[config.mk]
export PLATFORM = sky130hd
export DESIGN_NAME = pld_out_cell
export DESIGN_NICKNAME = d
export VERILOG_FILES = /design/src/rtl/mcell_pkg.sv /design/src/rtl/mcell_cfg_reg.sv /design/src/rtl/mcell_clk_sel.sv /design/src/rtl/mcell_store.sv /design/src/rtl/pld_out_cell.sv
export SDC_FILE = /design/constraint.sdc
export NUM_CORES = 1
export LEC_CHECK = 0
export ABC_AREA = 1
export ABC_CLOCK_PERIOD_IN_PS = 1400
export BUFFER_PORTS_ARGS = -buffer_cell sky130_fd_sc_hd__buf_2
export CAP_MARGIN = 20
export CORE_AREA = 2 2 39 41
export CTS_BUF_LIST = sky130_fd_sc_hd__clkbuf_4 sky130_fd_sc_hd__clkbuf_8
export DETAILED_ROUTE_END_ITERATION = 12
export DIE_AREA = 0 0 41 43
export PLACE_DENSITY_LB_ADDON = 0.08
export SYNTH_ARGS = -nofsm -noshare
export SYNTH_HDL_FRONTEND = slang
export SYNTH_SLANG_ARGS = --single-unit
[constraint.sdc]
create_clock -name clk -period 1.4 [get_ports clk]
set_clock_uncertainty 0.05 [all_clocks]
set_input_delay 0.14 -clock clk [delete_from_list [all_inputs] [get_ports clk]]
set_output_delay 0.14 -clock clk [all_outputs]
set_load 0.02 [all_outputs]
[src/rtl/mcell_pkg.sv]
package mcell_pkg;

  typedef enum logic [1:0] {
    MODE_COMB  = 2'b00,
    MODE_DREG  = 2'b01,
    MODE_TREG  = 2'b10,
    MODE_LATCH = 2'b11
  } mc_mode_e;

  typedef struct packed {
    logic     clk_inv;
    logic     clk_from_pt;
    logic     out_inv;
    mc_mode_e mode;
  } mc_cfg_t;

  localparam int CFG_W = $bits(mc_cfg_t);

  // Next stored value from the clocked function alone (no clear/set/preload).
  function automatic logic mc_next(input mc_mode_e m, input logic q,
                                   input logic d, input logic edge_hit,
                                   input logic gate_open);
    logic r;
    case (m)
      MODE_DREG:  r = edge_hit ? d : q;
      MODE_TREG:  r = edge_hit ? (q ^ d) : q;
      MODE_LATCH: r = gate_open ? d : q;
      default:    r = q;
    endcase
    return r;
  endfunction

  // Observe turns a pass-through cell into a D register.
  function automatic mc_mode_e mc_eff_mode(input mc_mode_e m, input logic observe);
    return (observe && m == MODE_COMB) ? MODE_DREG : m;
  endfunction

endpackage

[src/rtl/mcell_cfg_reg.sv]
module mcell_cfg_reg
  import mcell_pkg::*;
(
  input  logic             clk,
  input  logic             rst_n,
  input  logic             we,
  input  logic [CFG_W-1:0] wdata,
  output mc_cfg_t          cfg
);

  always_ff @(posedge clk or negedge rst_n) begin
    if (!rst_n)  cfg <= '0;
    else if (we) cfg <= mc_cfg_t'(wdata);
  end

  AST_CFG_LOAD: assert property (@(posedge clk) disable iff (!rst_n)
    we |=> (cfg == $past(wdata)));

endmodule

[src/rtl/mcell_clk_sel.sv]
module mcell_clk_sel #(
  parameter int WIDTH = 1
) (
  input  logic             clk,
  input  logic             rst_n,
  input  logic             gclk_pin,
  input  logic [WIDTH-1:0] clk_pt,
  input  logic             from_pt,
  input  logic             invert,
  output logic [WIDTH-1:0] edge_hit,
  output logic [WIDTH-1:0] gate_open
);

  logic [WIDTH-1:0] sel_lvl;
  logic [WIDTH-1:0] sel_prev;

  for (genvar i = 0; i < WIDTH; i++) begin : g_lane
    assign sel_lvl[i]   = (from_pt ? clk_pt[i] : gclk_pin) ^ invert;
    assign edge_hit[i]  = sel_lvl[i] & ~sel_prev[i];
    assign gate_open[i] = ~sel_lvl[i];

    // Prev starts high so that no edge is seen in the first cycle after reset.
    always_ff @(posedge clk or negedge rst_n) begin
      if (!rst_n) sel_prev[i] <= 1'b1;
      else        sel_prev[i] <= sel_lvl[i];
    end

    AST_EDGE_SINGLE: assert property (@(posedge clk) disable iff (!rst_n)
      edge_hit[i] |=> !edge_hit[i]);
  end

endmodule

[src/rtl/mcell_store.sv]
module mcell_store
  import mcell_pkg::*;
#(
  parameter int WIDTH = 1
) (
  input  logic             clk,
  input  logic             rst_n,
  input  mc_mode_e         mode,
  input  logic [WIDTH-1:0] d,
  input  logic [WIDTH-1:0] edge_hit,
  input  logic [WIDTH-1:0] gate_open,
  input  logic [WIDTH-1:0] ar,
  input  logic [WIDTH-1:0] ap,
  input  logic             preload,
  input  logic [WIDTH-1:0] pad_in,
  output logic [WIDTH-1:0] q_vis
);

  logic [WIDTH-1:0] q_reg;
  logic [WIDTH-1:0] q_nxt;

  for (genvar i = 0; i < WIDTH; i++) begin : g_lane
    always_comb begin
      if (ar[i])        q_nxt[i] = 1'b0;
      else if (ap[i])   q_nxt[i] = 1'b1;
      else if (preload) q_nxt[i] = pad_in[i];
      else              q_nxt[i] = mc_next(mode, q_reg[i], d[i], edge_hit[i], gate_open[i]);
    end

    always_comb begin
      if (ar[i])                                   q_vis[i] = 1'b0;
      else if (ap[i])                              q_vis[i] = 1'b1;
      else if (mode == MODE_LATCH && gate_open[i]) q_vis[i] = d[i];
      else                                         q_vis[i] = q_reg[i];
    end

    always_ff @(posedge clk or negedge rst_n) begin
      if (!rst_n) q_reg[i] <= 1'b0;
      else        q_reg[i] <= q_nxt[i];
    end

    AST_CLEAR_STORED: assert property (@(posedge clk) disable iff (!rst_n)
      ar[i] |=> (q_reg[i] == 1'b0));
    AST_SET_STORED: assert property (@(posedge clk) disable iff (!rst_n)
      (ap[i] && !ar[i]) |=> (q_reg[i] == 1'b1));
    AST_PRELOAD_LOAD: assert property (@(posedge clk) disable iff (!rst_n)
      (preload && !ar[i] && !ap[i]) |=> (q_reg[i] == $past(pad_in[i])));
    AST_FLOP_HOLD: assert property (@(posedge clk) disable iff (!rst_n)
      ((mode == MODE_DREG || mode == MODE_TREG) && !edge_hit[i] &&
       !ar[i] && !ap[i] && !preload) |=> $stable(q_reg[i]));
    AST_TOGGLE: assert property (@(posedge clk) disable iff (!rst_n)
      (mode == MODE_TREG && edge_hit[i] && d[i] && !ar[i] && !ap[i] && !preload)
      |=> (q_reg[i] != $past(q_reg[i])));
    AST_LATCH_HOLD: assert property (@(posedge clk) disable iff (!rst_n)
      (mode == MODE_LATCH && !gate_open[i] && !ar[i] && !ap[i] && !preload)
      |=> $stable(q_reg[i]));
  end

endmodule

[src/rtl/pld_out_cell.sv]
module pld_out_cell
  import mcell_pkg::*;
#(
  parameter int WIDTH = 1
) (
  input  logic             clk,
  input  logic             rst_n,
  input  logic             cfg_we,
  input  logic [CFG_W-1:0] cfg_wdata,
  input  logic             gclk_pin,
  input  logic [WIDTH-1:0] sop_in,
  input  logic [WIDTH-1:0] clk_pt,
  input  logic [WIDTH-1:0] ar_pt,
  input  logic [WIDTH-1:0] ap_pt,
  input  logic [WIDTH-1:0] oe_pt,
  input  logic [WIDTH-1:0] pad_in,
  input  logic             preload_en,
  input  logic             observe_en,
  output logic [WIDTH-1:0] pad_out,
  output logic [WIDTH-1:0] pad_oe,
  output logic [WIDTH-1:0] fb_out
);

  mc_cfg_t          cfg;
  mc_mode_e         eff_mode;
  logic [WIDTH-1:0] st_d;
  logic [WIDTH-1:0] edge_hit;
  logic [WIDTH-1:0] gate_open;
  logic [WIDTH-1:0] q_vis;
  logic [WIDTH-1:0] core;
  logic             obs_zero;

  assign eff_mode = mc_eff_mode(cfg.mode, observe_en);
  assign obs_zero = observe_en && (cfg.mode == MODE_COMB);

  mcell_cfg_reg u_cfg (
    .clk   (clk),
    .rst_n (rst_n),
    .we    (cfg_we),
    .wdata (cfg_wdata),
    .cfg   (cfg)
  );

  mcell_clk_sel #(.WIDTH(WIDTH)) u_clk (
    .clk       (clk),
    .rst_n     (rst_n),
    .gclk_pin  (gclk_pin),
    .clk_pt    (clk_pt),
    .from_pt   (cfg.clk_from_pt),
    .invert    (cfg.clk_inv),
    .edge_hit  (edge_hit),
    .gate_open (gate_open)
  );

  mcell_store #(.WIDTH(WIDTH)) u_store (
    .clk       (clk),
    .rst_n     (rst_n),
    .mode      (eff_mode),
    .d         (st_d),
    .edge_hit  (edge_hit),
    .gate_open (gate_open),
    .ar        (ar_pt),
    .ap        (ap_pt),
    .preload   (preload_en),
    .pad_in    (pad_in),
    .q_vis     (q_vis)
  );

  for (genvar i = 0; i < WIDTH; i++) begin : g_lane
    assign st_d[i]    = obs_zero ? 1'b0 : sop_in[i];
    assign core[i]    = (eff_mode == MODE_COMB) ? sop_in[i] : q_vis[i];
    assign pad_out[i] = core[i] ^ cfg.out_inv;
    assign fb_out[i]  = core[i] ^ cfg.out_inv;
    assign pad_oe[i]  = oe_pt[i] | observe_en;
  end

endmodule

==> run summary, run 1 <==
Sequential fraction of the synthesis area = 37.8%
Fraction of registers with async set/reset = 100%
Synth-to-Final Area Change = 58.4%
Number of synthesized register bits = 7
Clk_lat worst skew = 260 ps
Clock Tree Root = clkbuf_4
Starting Density = 33.7%
Switching power share of the total = 31.6%
Final worst slack = -287 ps
Drt pass-1 iters = 4
# rows = 14
Achievable frequency = 593 MHz
Total wire length = 1.19 mm
Comb pwr share = 32.7%
Vias per cell = 4.60
Worst R2R End = u_store.q_reg
VDD IR max = 0.000653 V
RSZ-0062 raised after global routing = true
Ranking of synthesized cells by area = dfrtp_1 32%, nand2_1 17%, nand3_1 9.7%, inv_1 8.8%, dfstp_2 5.6%
Via Count = 529
Core area = 1380 um2
Avg Cell Area, Syn = 6.76 um2
Finished Core Util = 53.4%
Fraction of layout cells with a size suffix above 1 = 55.6%
Ports = 20
CP Capture Type = output pin
P per Cell Area = 909 nW/um2
Largest net degree at the start of global routing = 10
Synth cell count leaders = 21 x nand2_1, 11 x inv_1, 9 x nand3_1, 6 x dfrtp_1, 4 x o21ai_0
Post-DP HPWL = 795 um
Clock Sink Count = 7
Residual DRC = 0
Hold Vio Cnt, Final = 0
Dominant cell by count in the synthesized netlist = nand2_1
Nets@finish = 117
CP Data Arrival Time = 1500 ps
Net Count, Synth = 86
Leak pwr = 0.394 nW
Failing checks = setup timing
Final Total Pwr = 0.672 mW
Switch Pwr = 0.212 mW
Compound-Gate Fraction of Synth Area = 8.31%
Hold path endpoint = u_cfg.cfg[3]
Top-area cell type share of the netlist area = 32.2%
R2r setup slk = -220 ps
Startpoint type of the worst setup path = register
R2r startpoint = u_cfg.cfg[1]
Critical Path RT = 1210 ps
Pint = 0.460 mW
Worst Hold Class = in2reg
CTS Buf Count = 3
Post-synth EDFFs = 0
Simple-gate portion of the synthesized area = 37.5%
Worst-margin pin slew = 193 ps
Die height = 43 um
Post-Synth XOR/XNOR Area = 1.88%
Post-DP Area = 596 um2
Vias in the first global route = 470
Largest family of logic cells by synthesized area = simple AND/OR/NAND/NOR gates
Tcrit/Tclk final = 120%
Rel. slew slack = 87.1%
Final setup fails = 3
Max Root-Sink Buffers = 2
Global-route wire length before repair = 1.75 mm
Clock Power Share = 30.9%
Die area = 1760 um2
CTS tree = built
Initial antenna violation count = 0
YS warnings = 0
Die Wd = 41 um
Adder and majority gate portion of the synthesized area = 0%
Fraction of synthesized area in multiplexers = 2.41%
Total of max-cap violations = 0
Leading register cell type out of synthesis = dfrtp_1
Iteration-0 DRC Markers = 6
Cells on Worst Hold Path = 3
Cells after Synth = 69
Top cell type by total area after synthesis = dfrtp_1
Count of final max-slew check failures = 0
Outcome = complete, but fails checks
Worst hold start = cfg_wdata[3]
Post-route ant nets = 0
Hold Slack = 39.6 ps
H-tree depth = 1
Diode count = 0
Post-Syn Area = 467 um2
Final min period = 1690 ps
Drt wl/cell = 10.4 um
RD Place Congestion = 0.702
Reg clk slew, reported paths = 60 ps
Design area = 739 um2
Largest register FFs = 5
R2r worst-path depth = 12
Port Buffers = 19
Seq pwr share = 36.4%
Crit Path Max Fanout = 3
Kind of critical path = reg2out
GRT Util Overall = 15.0%
Synth cell types = 21
GR Overflow Total = 0
==> logic make-up (layout without fill, tap and decap cells) <==
family          Yosys count  count (layout)
flops                     7               7
compound gates            7               7
xor+xnor                  1               1
mux                       1               1
simple gates             39              39
buf+inv                  14              44
==> power by group through the flow <==
stage | Clock, mW | Sequential, mW | Combinational [mW]
2_1_floorplan | 0 | 0.241 | 0.111
3_3_place_gp | 0 | 0.245 | 0.160
3_5_place_dp | 0 | 0.245 | 0.162
4_1_cts | 0.212 | 0.243 | 0.207
5_1_grt | 0.224 | 0.248 | 0.241
6_report | 0.208 | 0.245 | 0.220
==> layout make-up <==
type	instances	area [um2]
Clock buffer	4	30.0
Timing Repair Buffer	28	181
Tap cell	16	20.0
Inverter	12	45.0
Sequential cell	7	176
Multi-Input combinational cell	48	287
Fill cell	150	644
==> worst max-delay path, cell delays in order (launching register included) <==
cell     delay, ps
dfrtp_1        410
inv_2           90
nand2_2         70
nand3_2         70
nand2_2         70
nand3_2         60
nand3_2         70
nand2_2         60
nand2_1         40
nand2_1         70
nand2_2         70
buf_6          130
==> what timing repair did <==
| action | in CTS | in global routing |
|---|---|---|
| hold buffers | 1 | 0 |
| resized for setup | 16 | 5 |
| pin swaps | 9 | 14 |
| endpoints found under the setup margin | 2 | 3 |
| cloned | 0 | 0 |
| buffers inserted | 4 | 2 |
| hold endpoints to repair | 7 | 0 |
==> cell usage in the layout, fill, tap and decap left out <==
master	synthesis	layout
buf_2	0	17
nand2_1	21	14
inv_1	11	8
nand2_2	1	8
nand3_2	1	8
buf_4	1	7
dfrtp_1	6	6
inv_2	1	4
o21ai_0	4	4
clkbuf_4	0	4
nor2_1	3	3
buf_6	0	3
nand3_1	9	2
or2_2	1	1
nor3_1	1	1
xor2_1	1	1
a21oi_1	1	1
a21oi_2	1	1
or2_0	1	1
o21ai_1	1	1
nand4_1	1	1
mux2_2	1	1
dlygate4sd3_1	0	1
dfstp_2	1	1
==> worst max-delay path by stage <==
stage                      start  endpoint  slack (ps)  cells past startpoint
floorplan           u_cfg.cfg[1]   pad_out           7                     11
global placement    u_cfg.cfg[1]    fb_out           4                     11
detailed placement  u_cfg.cfg[1]    fb_out         -20                     11
CTS                 u_cfg.cfg[3]    fb_out        -260                     11
global route        u_cfg.cfg[3]    fb_out        -410                     11
finish              u_cfg.cfg[3]    fb_out        -290                     11
==> metal layers <==
metal  up-vias  global-route usage (%)  wire length, um
met3         2                    9.42               72
li1        273                       -                -
met4         0                    2.00                7
met5         -                       0                0
met2        12                    24.4              632
met1       242                    16.3              482
==> stage by stage <==
stage / instances / TNS [ps] / setup WS, ps
2_1_floorplan: 69 / 0 / 6.87
3_3_place_gp: 105 / 0 / 4.41
3_5_place_dp: 105 / -39.2 / -20.8
4_1_cts: 114 / -733 / -257
5_1_grt: 115 / -1150 / -407
6_report: 115 / -792 / -287
Note: power is estimated with default switching activity, not from simulation.
==> run 2: changes to the inputs <==
--- a/config.mk
+++ b/config.mk
@@ -9,10 +9,10 @@
 export ABC_CLOCK_PERIOD_IN_PS = 1400
 export BUFFER_PORTS_ARGS = -buffer_cell sky130_fd_sc_hd__buf_2
 export CAP_MARGIN = 20
-export CORE_AREA = 2 2 39 41
+export CORE_AREA = 3 3 40 42
 export CTS_BUF_LIST = sky130_fd_sc_hd__clkbuf_4 sky130_fd_sc_hd__clkbuf_8
 export DETAILED_ROUTE_END_ITERATION = 12
-export DIE_AREA = 0 0 41 43
+export DIE_AREA = 0 0 43 45
 export PLACE_DENSITY_LB_ADDON = 0.08
 export SYNTH_ARGS = -nofsm -noshare
 export SYNTH_HDL_FRONTEND = slang
==> run 2 against run 1 <==
Effect of this change:
- the run still ends with setup timing left
- maximum frequency up 1.6%
- clock power shrank 9.6%
- routed wire length shrank 7.2%
- register-to-register slack better by 260 ps
- critical path type unchanged
- critical endpoint unchanged
- highest routed layer unchanged
==> run summary, run 2 (synthesis results as in run 1) <==
Outcome = complete, but fails checks (unchanged)
Failing checks = setup timing (unchanged)
CP Data Arrival Time = 1470 ps (was 1500 ps)
Count of final max-slew check failures = 0 (unchanged)
Hold Vio Cnt, Final = 0 (unchanged)
Final worst slack = -260 ps (was -287 ps)
CP Capture Type = output pin (unchanged)
Kind of critical path = reg2out (unchanged)
Most frequent cells in the layout = 17 x buf_2, 15 x nand2_1, 8 x inv_1, 8 x nand3_2, 7 x nand2_2 (was 17 x buf_2, 14 x nand2_1, 8 x inv_1, 8 x nand2_2, 8 x nand3_2)
Die area = 1940 um2 (was 1760 um2)
Drt pass-1 iters = 2 (was 4)
Max Root-Sink Buffers = 2 (unchanged)
Largest net degree at the start of global routing = 10 (unchanged)
Commonest non-fill, non-tap cell in the layout = buf_2 (unchanged)
Leak pwr = 0.393 nW (was 0.394 nW)
Post-route ant nets = 0 (unchanged)
CTS tree = built (unchanged)
Total wire length = 1.11 mm (was 1.19 mm)
Vias per cell = 4.54 (was 4.60)
Reg clk slew, reported paths = 60 ps (about the same)
Iteration-0 DRC Markers = 1 (was 6)
Core area = 1280 um2 (was 1380 um2)
Synth-to-Final Area Change = 58.4% (unchanged)
Final setup fails = 2 (was 3)
Fraction of layout cells with a size suffix above 1 = 56.1% (was 55.6%)
Final min period = 1660 ps (was 1690 ps)
Critical Path RT = 1210 ps (about the same)
GR Overflow Total = 0 (unchanged)
Startpoint type of the worst setup path = register (unchanged)
Clock Tree Root = clkbuf_4 (unchanged)
Total of max-cap violations = 0 (unchanged)
Residual DRC = 0 (unchanged)
Global-route wire length before repair = 1.85 mm (was 1.75 mm)
RD Place Congestion = 0.736 (was 0.702)
Starting Density = 36.3% (was 33.7%)
Achievable frequency = 602 MHz (was 593 MHz)
Die height = 45 um (was 43 um)
Die Wd = 43 um (was 41 um)
P per Cell Area = 885 nW/um2 (was 909 nW/um2)
Tcrit/Tclk final = 119% (was 120%)
Via Count = 513 (was 529)
# placed instances = 104 (was 105)
Crit Path Max Fanout = 3 (unchanged)
Dpl ws = -20.6 ps (was -20.8 ps)
R2r startpoint = u_cfg.cfg[1] (unchanged)
RSZ-0062 raised after global routing = true (unchanged)
Fin cells = 113 (was 115)
Worst hold start = cfg_wdata[0] (was cfg_wdata[3])
Initial antenna violation count = 0 (unchanged)
Drt wl/cell = 9.81 um (was 10.4 um)
Hold Slack = 31.4 ps (was 39.6 ps)
VDD IR max = 0.000624 V (was 0.000653 V)
Worst-margin pin slew = 175 ps (was 193 ps)
# rows = 13 (was 14)
Ports = 20 (unchanged)
Vias in the first global route = 470 (unchanged)
Clock Sink Count = 7 (unchanged)
Diode count = 0 (unchanged)
Largest register FFs = 5 (unchanged)
CTS Buf Count = 3 (unchanged)
CP Launch Point = u_cfg.cfg[3] (unchanged)
Post-DP HPWL = 855 um (was 795 um)
Port Buffers = 19 (unchanged)
Nets@finish = 116 (was 117)
Worst Hold Class = in2reg (unchanged)
Rel. slew slack = 88.3% (was 87.1%)
Clk_lat worst skew = 260 ps (about the same)
GRT Util Overall = 13.2% (was 15.0%)
H-tree depth = 1 (unchanged)
[run 2: stage by stage]
step	utilization (%)	power [mW]	instance area, um2	TNS, ps
floorplan	-	0.352	473	0
global placement	46.3	0.409	594	0
detailed placement	46.3	0.410	594	-39.4
CTS	54.0	0.640	694	-606
global route	57.5	0.709	739	-900
finish	57.5	0.654	739	-520
[run 2: area by class of cell]
class / count / area [um2]
multi-input cells: 48 / 294
well taps: 15 / 18.8
fillers: 138 / 546
clock inverters: 1 / 5.00
clock buffers: 3 / 22.5
repair buffers: 27 / 178
flip-flops and latches: 7 / 176
inverters: 12 / 45.0
[run 2: power by group]
| part | total, mW | internal [mW] | switching, mW |
|---|---|---|---|
| sequential | 0.243 | 0.226 | 0.0172 |
| combinational | 0.223 | 0.109 | 0.114 |
| clock | 0.188 | 0.105 | 0.0835 |
| total | 0.654 | 0.440 | 0.214 |
[run 2: final timing paths]
check / endpoint / slack, ps / cells after the start
setup / recovery: fb_out / -260 / 11
hold / removal: u_cfg.cfg[0] / 30 / 3
setup reg to reg: u_store.q_reg / 40 / 10
hold reg to reg: u_cfg.cfg[2] / 510 / 2
max in group asynchronous: u_clk.sel_prev / 880 / 2
min in group asynchronous: u_cfg.cfg[0] / 190 / 2
[run 2: what timing repair did]
action / in CTS / in global routing
pin swaps: 12 / 12
hold endpoints to repair: 7 / 0
hold buffers: 1 / 0
endpoints found under the setup margin: 2 / 3
setup buffers: 3 / 1
cloned: 0 / 0
gates resized for setup: 13 / 10
[run 2: per-layer routing]
metal	GRT usage (%)	routed length, um	vias to the layer above
li1	-	-	273
met1	15.0	482	224
met2	21.9	559	12
met3	3.59	36	4
met4	9.04	30	0
met5	0	0	-
[run 2: critical path: stages (launching register included)]
cell and delay, ps:
dfrtp_1 400, inv_2 80, nand2_2 70, nand3_2 70, nand3_2 90, nand2_2 70, nand3_2 70, nand2_2 60
nand2_1 50, nand2_1 60, nand2_2 70, buf_6 130
